===== src/rtl/pind_pkg.sv =====
package pind_pkg;

    localparam int PIND_ADDR_W = 8;

    localparam logic [7:0] OFS_MASK_SET = 8'h40;
    localparam logic [7:0] OFS_MASK_CLR = 8'h44;
    localparam logic [7:0] OFS_MASK_RD  = 8'h48;
    localparam logic [7:0] OFS_STAT_RD  = 8'h4C;
    localparam logic [7:0] OFS_EXT_SET  = 8'hB0;
    localparam logic [7:0] OFS_EXT_CLR  = 8'hB4;
    localparam logic [7:0] OFS_EXT_RD   = 8'hB8;
    localparam logic [7:0] OFS_LVL_CLR  = 8'hC0;
    localparam logic [7:0] OFS_LVL_SET  = 8'hC4;
    localparam logic [7:0] OFS_LVL_RD   = 8'hC8;
    localparam logic [7:0] OFS_POL_CLR  = 8'hD0;
    localparam logic [7:0] OFS_POL_SET  = 8'hD4;
    localparam logic [7:0] OFS_POL_RD   = 8'hD8;

    typedef enum logic [2:0] {
        TRIG_ANY_EDGE,
        TRIG_RISE,
        TRIG_FALL,
        TRIG_HIGH,
        TRIG_LOW
    } trig_kind_t;

    typedef enum logic [1:0] {
        BUS_IDLE,
        BUS_WRITE,
        BUS_READ
    } bus_op_t;

endpackage


===== src/rtl/pind_setclr.sv =====
module pind_setclr #(
    parameter int         W       = 32,
    parameter int         ADDR_W  = 8,
    parameter logic [7:0] SET_OFS = 8'h00,
    parameter logic [7:0] CLR_OFS = 8'h04
) (
    input  logic              clk,
    input  logic              rst_n,
    input  logic              wr_en,
    input  logic [ADDR_W-1:0] addr,
    input  logic [W-1:0]      wdata,
    output logic [W-1:0]      q
);

    localparam logic [ADDR_W-1:0] SET_A = ADDR_W'(SET_OFS);
    localparam logic [ADDR_W-1:0] CLR_A = ADDR_W'(CLR_OFS);

    always_ff @(posedge clk or negedge rst_n) begin
        if (!rst_n) begin
            q <= '0;
        end else if (wr_en) begin
            if (addr == SET_A) begin
                q <= q | wdata;
            end else if (addr == CLR_A) begin
                q <= q & ~wdata;
            end
        end
    end

endmodule


===== src/rtl/pind_detect.sv =====
module pind_detect
    import pind_pkg::*;
#(
    parameter int NPINS = 32
) (
    input  logic             clk,
    input  logic             rst_n,
    input  logic [NPINS-1:0] pin_in,
    input  logic [NPINS-1:0] ext_en,
    input  logic [NPINS-1:0] lvl_sel,
    input  logic [NPINS-1:0] pol_sel,
    output logic [NPINS-1:0] prev_o,
    output logic [NPINS-1:0] event_o
);

    logic [NPINS-1:0] prev_q;

    always_ff @(posedge clk or negedge rst_n) begin
        if (!rst_n) begin
            prev_q <= '0;
        end else begin
            prev_q <= pin_in;
        end
    end

    assign prev_o = prev_q;

    for (genvar g = 0; g < NPINS; g++) begin : g_pin
        trig_kind_t kind;
        logic       hit;

        always_comb begin
            if (!ext_en[g]) begin
                kind = TRIG_ANY_EDGE;
            end else if (lvl_sel[g]) begin
                kind = pol_sel[g] ? TRIG_HIGH : TRIG_LOW;
            end else begin
                kind = pol_sel[g] ? TRIG_RISE : TRIG_FALL;
            end
        end

        always_comb begin
            unique case (kind)
                TRIG_ANY_EDGE: hit = pin_in[g] ^ prev_q[g];
                TRIG_RISE:     hit = pin_in[g] & ~prev_q[g];
                TRIG_FALL:     hit = ~pin_in[g] & prev_q[g];
                TRIG_HIGH:     hit = pin_in[g];
                TRIG_LOW:      hit = ~pin_in[g];
                default:       hit = 1'b0;
            endcase
        end

        assign event_o[g] = hit;
    end

endmodule


===== src/rtl/pind_status.sv =====
module pind_status #(
    parameter int NPINS = 32
) (
    input  logic             clk,
    input  logic             rst_n,
    input  logic [NPINS-1:0] event_i,
    input  logic             clr_i,
    input  logic [NPINS-1:0] mask_i,
    output logic [NPINS-1:0] status_o,
    output logic             irq_o
);

    logic [NPINS-1:0] status_q;

    always_ff @(posedge clk or negedge rst_n) begin
        if (!rst_n) begin
            status_q <= '0;
        end else begin
            status_q <= (clr_i ? '0 : status_q) | event_i;
        end
    end

    assign status_o = status_q;
    assign irq_o    = |(status_q & mask_i);

endmodule


===== src/rtl/pin_irq_detector.sv =====
module pin_irq_detector
    import pind_pkg::*;
#(
    parameter int NPINS  = 32,
    parameter int ADDR_W = PIND_ADDR_W
) (
    input  logic              clk,
    input  logic              rst_n,
    input  logic [NPINS-1:0]  pin_in,
    input  logic              bus_en,
    input  logic              bus_wr,
    input  logic [ADDR_W-1:0] bus_addr,
    input  logic [NPINS-1:0]  bus_wdata,
    output logic [NPINS-1:0]  bus_rdata,
    output logic              irq
);

    bus_op_t          op;
    logic             wr_en;
    logic             rd_clr;
    logic [NPINS-1:0] mask_q;
    logic [NPINS-1:0] ext_q;
    logic [NPINS-1:0] lvl_q;
    logic [NPINS-1:0] pol_q;
    logic [NPINS-1:0] prev_q;
    logic [NPINS-1:0] events;
    logic [NPINS-1:0] status_q;

    always_comb begin
        if (!bus_en) begin
            op = BUS_IDLE;
        end else if (bus_wr) begin
            op = BUS_WRITE;
        end else begin
            op = BUS_READ;
        end
    end

    assign wr_en  = (op == BUS_WRITE);
    assign rd_clr = (op == BUS_READ) && (bus_addr == ADDR_W'(OFS_STAT_RD));

    pind_setclr #(.W(NPINS), .ADDR_W(ADDR_W), .SET_OFS(OFS_MASK_SET), .CLR_OFS(OFS_MASK_CLR))
        u_mask (.clk(clk), .rst_n(rst_n), .wr_en(wr_en), .addr(bus_addr), .wdata(bus_wdata), .q(mask_q));

    pind_setclr #(.W(NPINS), .ADDR_W(ADDR_W), .SET_OFS(OFS_EXT_SET), .CLR_OFS(OFS_EXT_CLR))
        u_ext (.clk(clk), .rst_n(rst_n), .wr_en(wr_en), .addr(bus_addr), .wdata(bus_wdata), .q(ext_q));

    pind_setclr #(.W(NPINS), .ADDR_W(ADDR_W), .SET_OFS(OFS_LVL_SET), .CLR_OFS(OFS_LVL_CLR))
        u_lvl (.clk(clk), .rst_n(rst_n), .wr_en(wr_en), .addr(bus_addr), .wdata(bus_wdata), .q(lvl_q));

    pind_setclr #(.W(NPINS), .ADDR_W(ADDR_W), .SET_OFS(OFS_POL_SET), .CLR_OFS(OFS_POL_CLR))
        u_pol (.clk(clk), .rst_n(rst_n), .wr_en(wr_en), .addr(bus_addr), .wdata(bus_wdata), .q(pol_q));

    pind_detect #(.NPINS(NPINS)) u_detect (
        .clk     (clk),
        .rst_n   (rst_n),
        .pin_in  (pin_in),
        .ext_en  (ext_q),
        .lvl_sel (lvl_q),
        .pol_sel (pol_q),
        .prev_o  (prev_q),
        .event_o (events)
    );

    pind_status #(.NPINS(NPINS)) u_status (
        .clk      (clk),
        .rst_n    (rst_n),
        .event_i  (events),
        .clr_i    (rd_clr),
        .mask_i   (mask_q),
        .status_o (status_q),
        .irq_o    (irq)
    );

    always_comb begin
        bus_rdata = '0;
        if (op == BUS_READ) begin
            case (bus_addr)
                ADDR_W'(OFS_MASK_RD): bus_rdata = mask_q;
                ADDR_W'(OFS_STAT_RD): bus_rdata = status_q;
                ADDR_W'(OFS_EXT_RD):  bus_rdata = ext_q;
                ADDR_W'(OFS_LVL_RD):  bus_rdata = lvl_q;
                ADDR_W'(OFS_POL_RD):  bus_rdata = pol_q;
                default:              bus_rdata = '0;
            endcase
        end
    end

endmodule


===== config.mk =====
export PLATFORM = sky130hd
export DESIGN_NAME = pin_irq_detector
export DESIGN_NICKNAME = d
export VERILOG_FILES = /design/src/rtl/pind_pkg.sv /design/src/rtl/pind_setclr.sv /design/src/rtl/pind_detect.sv /design/src/rtl/pind_status.sv /design/src/rtl/pin_irq_detector.sv
export SDC_FILE = /design/constraint.sdc
export NUM_CORES = 1
export LEC_CHECK = 0
export BUFFER_PORTS_ARGS = -buffer_cell sky130_fd_sc_hd__buf_2
export CORE_MARGIN = 2
export CORE_UTILIZATION = 55
export CTS_CLUSTER_SIZE = 20
export DETAILED_ROUTE_END_ITERATION = 6
export GPL_TIMING_DRIVEN = 0
export HOLD_SLACK_MARGIN = 0.02
export MAX_ROUTING_LAYER = met4
export PLACE_DENSITY = 0.75
export SYNTH_ARGS = -nofsm -noshare
export SYNTH_HDL_FRONTEND = slang
export SYNTH_HIERARCHICAL = 1
export SYNTH_SLANG_ARGS = --single-unit

===== constraint.sdc =====
create_clock -name clk -period 2 [get_ports clk]
set_input_delay 0.4 -clock clk [delete_from_list [all_inputs] [get_ports clk]]
set_output_delay 0.4 -clock clk [all_outputs]
set_load 0.02 [all_outputs]

==> flow_summary_export.csv, run 1 <==
group,metric,value,unit
outcome,status,"complete, but fails checks",
outcome,failed_checks,"setup timing",
cts,cts_sinks,192,
place,dp_slack,-0.886,ns
sta,hold_viol,0,
routing,drt-pass1-iter-count,5,
place,port-buffer-count,108,
sta,tns,-10.32,ns
floorplan,dieWidth,161,µm
cts,cts_made_buffers,17,
routing,vias,10700,
sta,fin_crit_sh,118,%
power,pwr-share-seq,46.7,%
place,place_hpwl,24700,µm
cts,clkLatencyLatePin,0.44,ns
setup_path,start_kind,"input pin",
cts,clock-root-buffer,"clkbuf_16",
power,p_per_area,547,nW/µm²
synth,yosys.area.top_type,"dfrtp_1",
final_layout,nets,1644,
floorplan,start_util,55.8,%
power,power_switching,2.44,mW
setup_path,path_class,"input pin to primary output",
cts,cts_tree,"built",
power,pwr-share-clk,38.3,%
final_layout,syn_to_final_growth,18.7,%
synth,synthCells,1322,
power,p_leak,7.47,nW
power,power_frac_comb,14.9,%
setup_path,critical_path.max_stage_delay,0.44,ns
power,power,8.76,mW
place,placed_area,14500,µm²
setup_path,required,1.60,ns
global_route,grtUsageTotal,28.5,%
sta,finalCriticalPeriod,2.36,ns
synth,synth_area,13500,µm²
synth,synth_seq_cells,192,
floorplan,dieArea,25800,µm²
cts,cts.path.max_buffers,2,
global_route,first_global_vias,10600,
synth,synth_fp_nets,1494,
power,intPower,6.33,mW
setup_path,path_cells,"buf_12 -> or3b_4 -> buf_12 -> nor3_4 -> buf_12 -> clkbuf_16 -> a22oi_1 -> nor2_2 -> buf_6",
sta,max_clock_freq,424,MHz
sta,tightestPinTransition,0.795,ns
sta,holdWs,0.0975,ns
routing,drc,0,
place,place_congestion,0.858,
synth,synth-edff-count,0,
routing,viasPerCell,5.91,
setup_path,cp_max_fo,9,
global_route,antenna_found_initial,1,
synth,yosysSeqAreaShare,35.6,%
power,ir_drop,0.564,mV
floorplan,die_h,161,µm
final_layout,instances_no_fill,1810,
synth,synth_top_area_share,35.6,%
routing,wl_per_cell,20.0,µm
routing,wl,36100,µm
synth,synth-async-reset-ratio,100,%
hold_path,hp-class,"input pin to flop",
floorplan,rows,57,
cts,clk_pin_slew,0.08,ns
final_layout,drive_gt1_share,32.1,%
global_route,grt_max_degree,118,
floorplan,ios,109,
power,p_sw_share,27.8,%
global_route,overflow,0,
sta,setup_viol,35,
routing,first_iter_violations,710,
final_layout,post-route-util,66.3,%
run,cap_violations,0,
sta,fin_ws,-0.360,ns
sta,maxSlewHeadroom,47.0,%
final_layout,fin_area,16000,µm²
setup_path,cp_common_cell,"buf_12",
synth,synth_top_cells_by_area,"dfrtp_1, mux2i_1, ha_1",
setup_path,worstPathArrival,1.96,ns
synth,avgSynthCellArea,10.2,µm²
cts,htree_num_levels,4,
setup_path,cpMaxStageDelayCell,"or3b_4",
setup_path,end_kind,"primary output",
synth,synth_warnings,6,
place,placed_cells,1755,
sta,rsz0062_at_grt,"true",
global_route,grt_pass1_wl,56000,µm
synth,ys_types,55,
sta,skew,0.0141,ns
sta,drv_slew,0,
floorplan,coreArea,24200,µm²
synth,synthFlopType,"dfrtp_1",
routing,final_antenna_net_count,0,
critical path: cells and delay by family:
kind            cells  cell delay [ns]
buf+inv             5             0.73
simple gates        3             0.72
compound gates      1             0.09
power by group through the flow:
stage | Combinational, mW | Clock [mW] | Sequential (mW)
after global routing | 1.43 | 3.55 | 4.11
final | 1.31 | 3.36 | 4.09
after global placement | 1.18 | 0 | 4.16
after CTS | 1.28 | 3.40 | 4.09
after detailed placement | 1.23 | 0 | 4.17
after floorplan | 0.769 | 0 | 4.13
routing by layer:
layer | part of all wire (%) | wire, µm | global-route usage (%) | vias to the layer above
met5 | 0 | 0 | - | -
met4 | 1.8 | 647 | 8.15 | 0
met3 | 5.8 | 2090 | 5.42 | 50
met2 | 49 | 17600 | 46.0 | 327
met1 | 44 | 15800 | 36.8 | 5380
li1 | - | - | - | 4949
layout make-up:
cell class / instances / area [µm²]
Fill cell: 1844 / 8160
Clock inverter: 11 / 106
Timing Repair Buffer: 134 / 1150
Buffer: 98 / 877
Antenna cell: 1 / 2.50
Multi-Input combinational cell: 868 / 7610
Tap cell: 324 / 405
Inverter: 161 / 604
Clock buffer: 21 / 450
Sequential cell: 192 / 4810
placed cells by master, fill, tap and decap left out, drive strengths merged, types with 18 or more instances in the layout:
| cell type | netlist | final |
|---|---|---|
| inv | 161 | 164 |
| a22oi | 48 | 48 |
| nor2 | 53 | 53 |
| ha | 96 | 96 |
| mux2 | 98 | 98 |
| nand3 | 130 | 130 |
| a21o | 32 | 32 |
| mux2i | 128 | 128 |
| buf | 79 | 204 |
| o31ai | 18 | 18 |
| o2bb2ai | 36 | 36 |
| o21ai | 39 | 39 |
| clkbuf | 21 | 47 |
| nand2 | 62 | 62 |
| a21oi | 24 | 24 |
| dfrtp | 192 | 192 |
cell families (layout without fill, tap and decap cells):
| logic type | count (synthesis) | count (layout) | share of synthesized area [%] |
|---|---|---|---|
| AO/OA/AOI/OAI | 236 | 236 | 12.8 |
| adder cells (fa/ha/maj) | 96 | 96 | 8.90 |
| other | 0 | 1 | 0 |
| flip-flops | 192 | 192 | 35.6 |
| AND/OR/NAND/NOR | 310 | 310 | 14.1 |
| multiplexers | 226 | 226 | 18.2 |
| buffers and inverters | 262 | 425 | 10.4 |
synthesized netlist by cell type, drive strengths merged (36+ instances only):
library cell and instances:
dfrtp 192, inv 161, nand3 130, mux2i 128
mux2 98, ha 96, buf 79, nand2 62
nor2 53, a22oi 48, o21ai 39, o2bb2ai 36
path summary, 6_finish.rpt:
check | to | slack (ns) | depth (start not counted) | from
worst max-delay path | bus_rdata[2] | -0.36 | 9 | bus_addr[1]
worst min-delay path | u_detect/prev_o[6] | 0.1 | 1 | pin_in[6]
worst max register to register | u_status/status_o[31] | 0.15 | 8 | flop
worst min register to register | u_status/status_o[6] | 0.52 | 1 | u_status/status_o[6]
max in group asynchronous | asynchronous set/reset pin | 0.42 | 3 | rst_n
min in group asynchronous | u_detect/prev_o[27] | 0.52 | 2 | rst_n
timing repair:
item                                    in CTS  in global routing
gates cloned                                 2                  4
gates resized for setup                    138                 44
endpoints found under the setup margin      63                 34
hold buffers                                 1                  0
endpoints found under the hold margin       75                  0
pin swaps                                   17                 21
setup buffers                               13                  6
Note: power is estimated with default switching activity, not from simulation.
==> run 2, diff against run 1 <==
--- a/config.mk
+++ b/config.mk
@@ -13,7 +13,8 @@
 export GPL_TIMING_DRIVEN = 0
 export HOLD_SLACK_MARGIN = 0.02
 export MAX_ROUTING_LAYER = met4
-export PLACE_DENSITY = 0.75
+export PLACE_DENSITY = 0.77
+export REMOVE_ABC_BUFFERS = 1
 export SYNTH_ARGS = -nofsm -noshare
 export SYNTH_HDL_FRONTEND = slang
 export SYNTH_HIERARCHICAL = 1
==> flow_summary_export.csv, run 2 (same netlist as run 1, synthesis figures left out) <==
group,metric,value,unit
outcome,status,"complete, but fails checks",
outcome,failed_checks,"setup timing",
cts,cts_tree,"built",
power,power_frac_comb,13.7,%
cts,cts_sinks,192,
final_layout,mostFrequentLayoutCells,"dfrtp_1, inv_1, mux2i_1",
setup_path,crit_start,"bus_addr[1]",
power,pwr-share-clk,41.0,%
sta,skew,0.00922,ns
floorplan,die_h,161,µm
setup_path,cpMaxStageDelayCell,"or3b_4",
sta,finalCriticalPeriod,2.45,ns
sta,hold_viol,0,
final_layout,syn_to_final_growth,16.0,%
sta,tightestPinTransition,0.997,ns
setup_path,cp_top_family,"simple AND/OR/NAND/NOR gates",
place,dp_slack,-2.19,ns
cts,cts_made_buffers,17,
cts,cts.path.max_buffers,2,
sta,rsz0062_at_grt,"true",
routing,drt-pass1-iter-count,5,
setup_path,cp_common_cell,"buf_12",
final_layout,layout_commonest_cell,"dfrtp_1",
run,cap_violations,0,
floorplan,dieWidth,161,µm
global_route,antenna_found_initial,4,
sta,drv_slew,0,
sta,max_clock_freq,408,MHz
place,place_hpwl,22000,µm
global_route,overflow,0,
floorplan,start_util,55.8,%
floorplan,rows,57,
power,p_per_area,577,nW/µm²
setup_path,path_cells,"buf_12 -> or3b_4 -> nor3b_2 -> o21ai_4 -> buf_12 -> nor2_2 -> buf_6",
setup_path,path_class,"input pin to primary output",
sta,tns,-12.54,ns
setup_path,required,1.60,ns
power,pwr-share-seq,45.2,%
floorplan,dieArea,25800,µm²
global_route,grt_max_degree,110,
power,intPower,6.65,mW
routing,drc,0,
setup_path,cp_max_fo,18,
power,p_leak,7.25,nW
sta,setup_viol,33,
power,power_switching,2.39,mW
setup_path,start_kind,"input pin",
floorplan,coreArea,24200,µm²
global_route,grtUsageTotal,29.6,%
routing,final_antenna_net_count,0,
final_layout,drive_gt1_share,29.3,%
place,place_congestion,0.790,
cts,clk_pin_slew,0.07,ns
power,p_sw_share,26.4,%
setup_path,critical_path.max_stage_delay,0.44,ns
cts,htree_num_levels,4,
routing,vias,10800,
floorplan,ios,109,
setup_path,cp_num_buf_inv,3,
hold_path,worstHoldStart,"pin_in[5]",
place,port-buffer-count,108,
routing,wl_per_cell,21.6,µm
global_route,grt_pass1_wl,58200,µm
global_route,first_global_vias,10900,
setup_path,worstPathArrival,2.05,ns
routing,wl,37700,µm
setup_path,end_kind,"primary output",
power,ir_drop,0.499,mV
routing,viasPerCell,6.20,
cts,clock-root-buffer,"clkbuf_16",
cts,clkLatencyLatePin,0.44,ns
sta,fin_crit_sh,122,%
sta,fin_ws,-0.450,ns
routing,first_iter_violations,838,
final_layout,nets,1572,
sta,maxSlewHeadroom,33.0,%
hold_path,hp-class,"input pin to flop",
run 2: timing repair:
action / 4_1_cts / 5_1_grt
pin swaps: 20 / 19
gates cloned: 7 / 3
endpoints found under the hold margin: 73 / 0
resized for setup: 121 / 26
endpoints found under the setup margin: 153 / 55
buffers inserted: 19 / 1
hold buffers: 1 / 0
run 2: layer usage:
metal	vias to the layer above	global-route usage, %	wire (µm)
met5	-	-	0
met4	0	11.0	1150
met3	101	6.07	2990
met2	520	45.4	17900
met1	5344	39.1	15700
li1	4828	-	-
run 2: final timing paths:
| check | end | slack (ns) | cells past startpoint |
|---|---|---|---|
| hold reg to reg | u_status/status_o[6] | 0.51 | 1 |
| hold / removal | u_detect/prev_o[5] | 0.11 | 1 |
| max in group asynchronous | asynchronous set/reset pin | 0.49 | 3 |
| setup / recovery | bus_rdata[6] | -0.45 | 7 |
| min in group asynchronous | asynchronous set/reset pin | 0.52 | 2 |
| setup reg to reg | u_status/status_o[25] | 0.13 | 7 |
run 2: power groups by stage:
stage	clock (mW)	sequential, mW	combinational (mW)
finish	3.71	4.09	1.24
global route	3.94	4.10	1.36
CTS	3.75	4.09	1.20
detailed placement	0	4.16	1.11
global placement	0	4.15	1.01
floorplan	0	4.13	0.587
run 2: metrics by stage:
step	std cells	power, mW	hold WS [ns]	util (%)	area, µm²
2_1_floorplan	1221	4.72	0.104	-	12700
3_3_place_gp	1653	5.16	0.484	56.4	13600
3_5_place_dp	1676	5.27	0.452	58.3	14100
4_1_cts	1735	9.03	0.0985	64.1	15500
5_1_grt	1741	9.40	0.0941	64.8	15700
6_report	1741	9.04	0.110	64.8	15700
run 2: cell type report:
class | instances | area [µm²]
fillers | 1810 | 8520
multi-input cells | 869 | 7570
flip-flops and latches | 192 | 4800
repair buffers | 158 | 1630
inverters | 161 | 608
clock buffers | 21 | 450
well taps | 324 | 405
clock inverters | 11 | 176
diodes | 4 | 10.0
repair inverters | 1 | 7.51
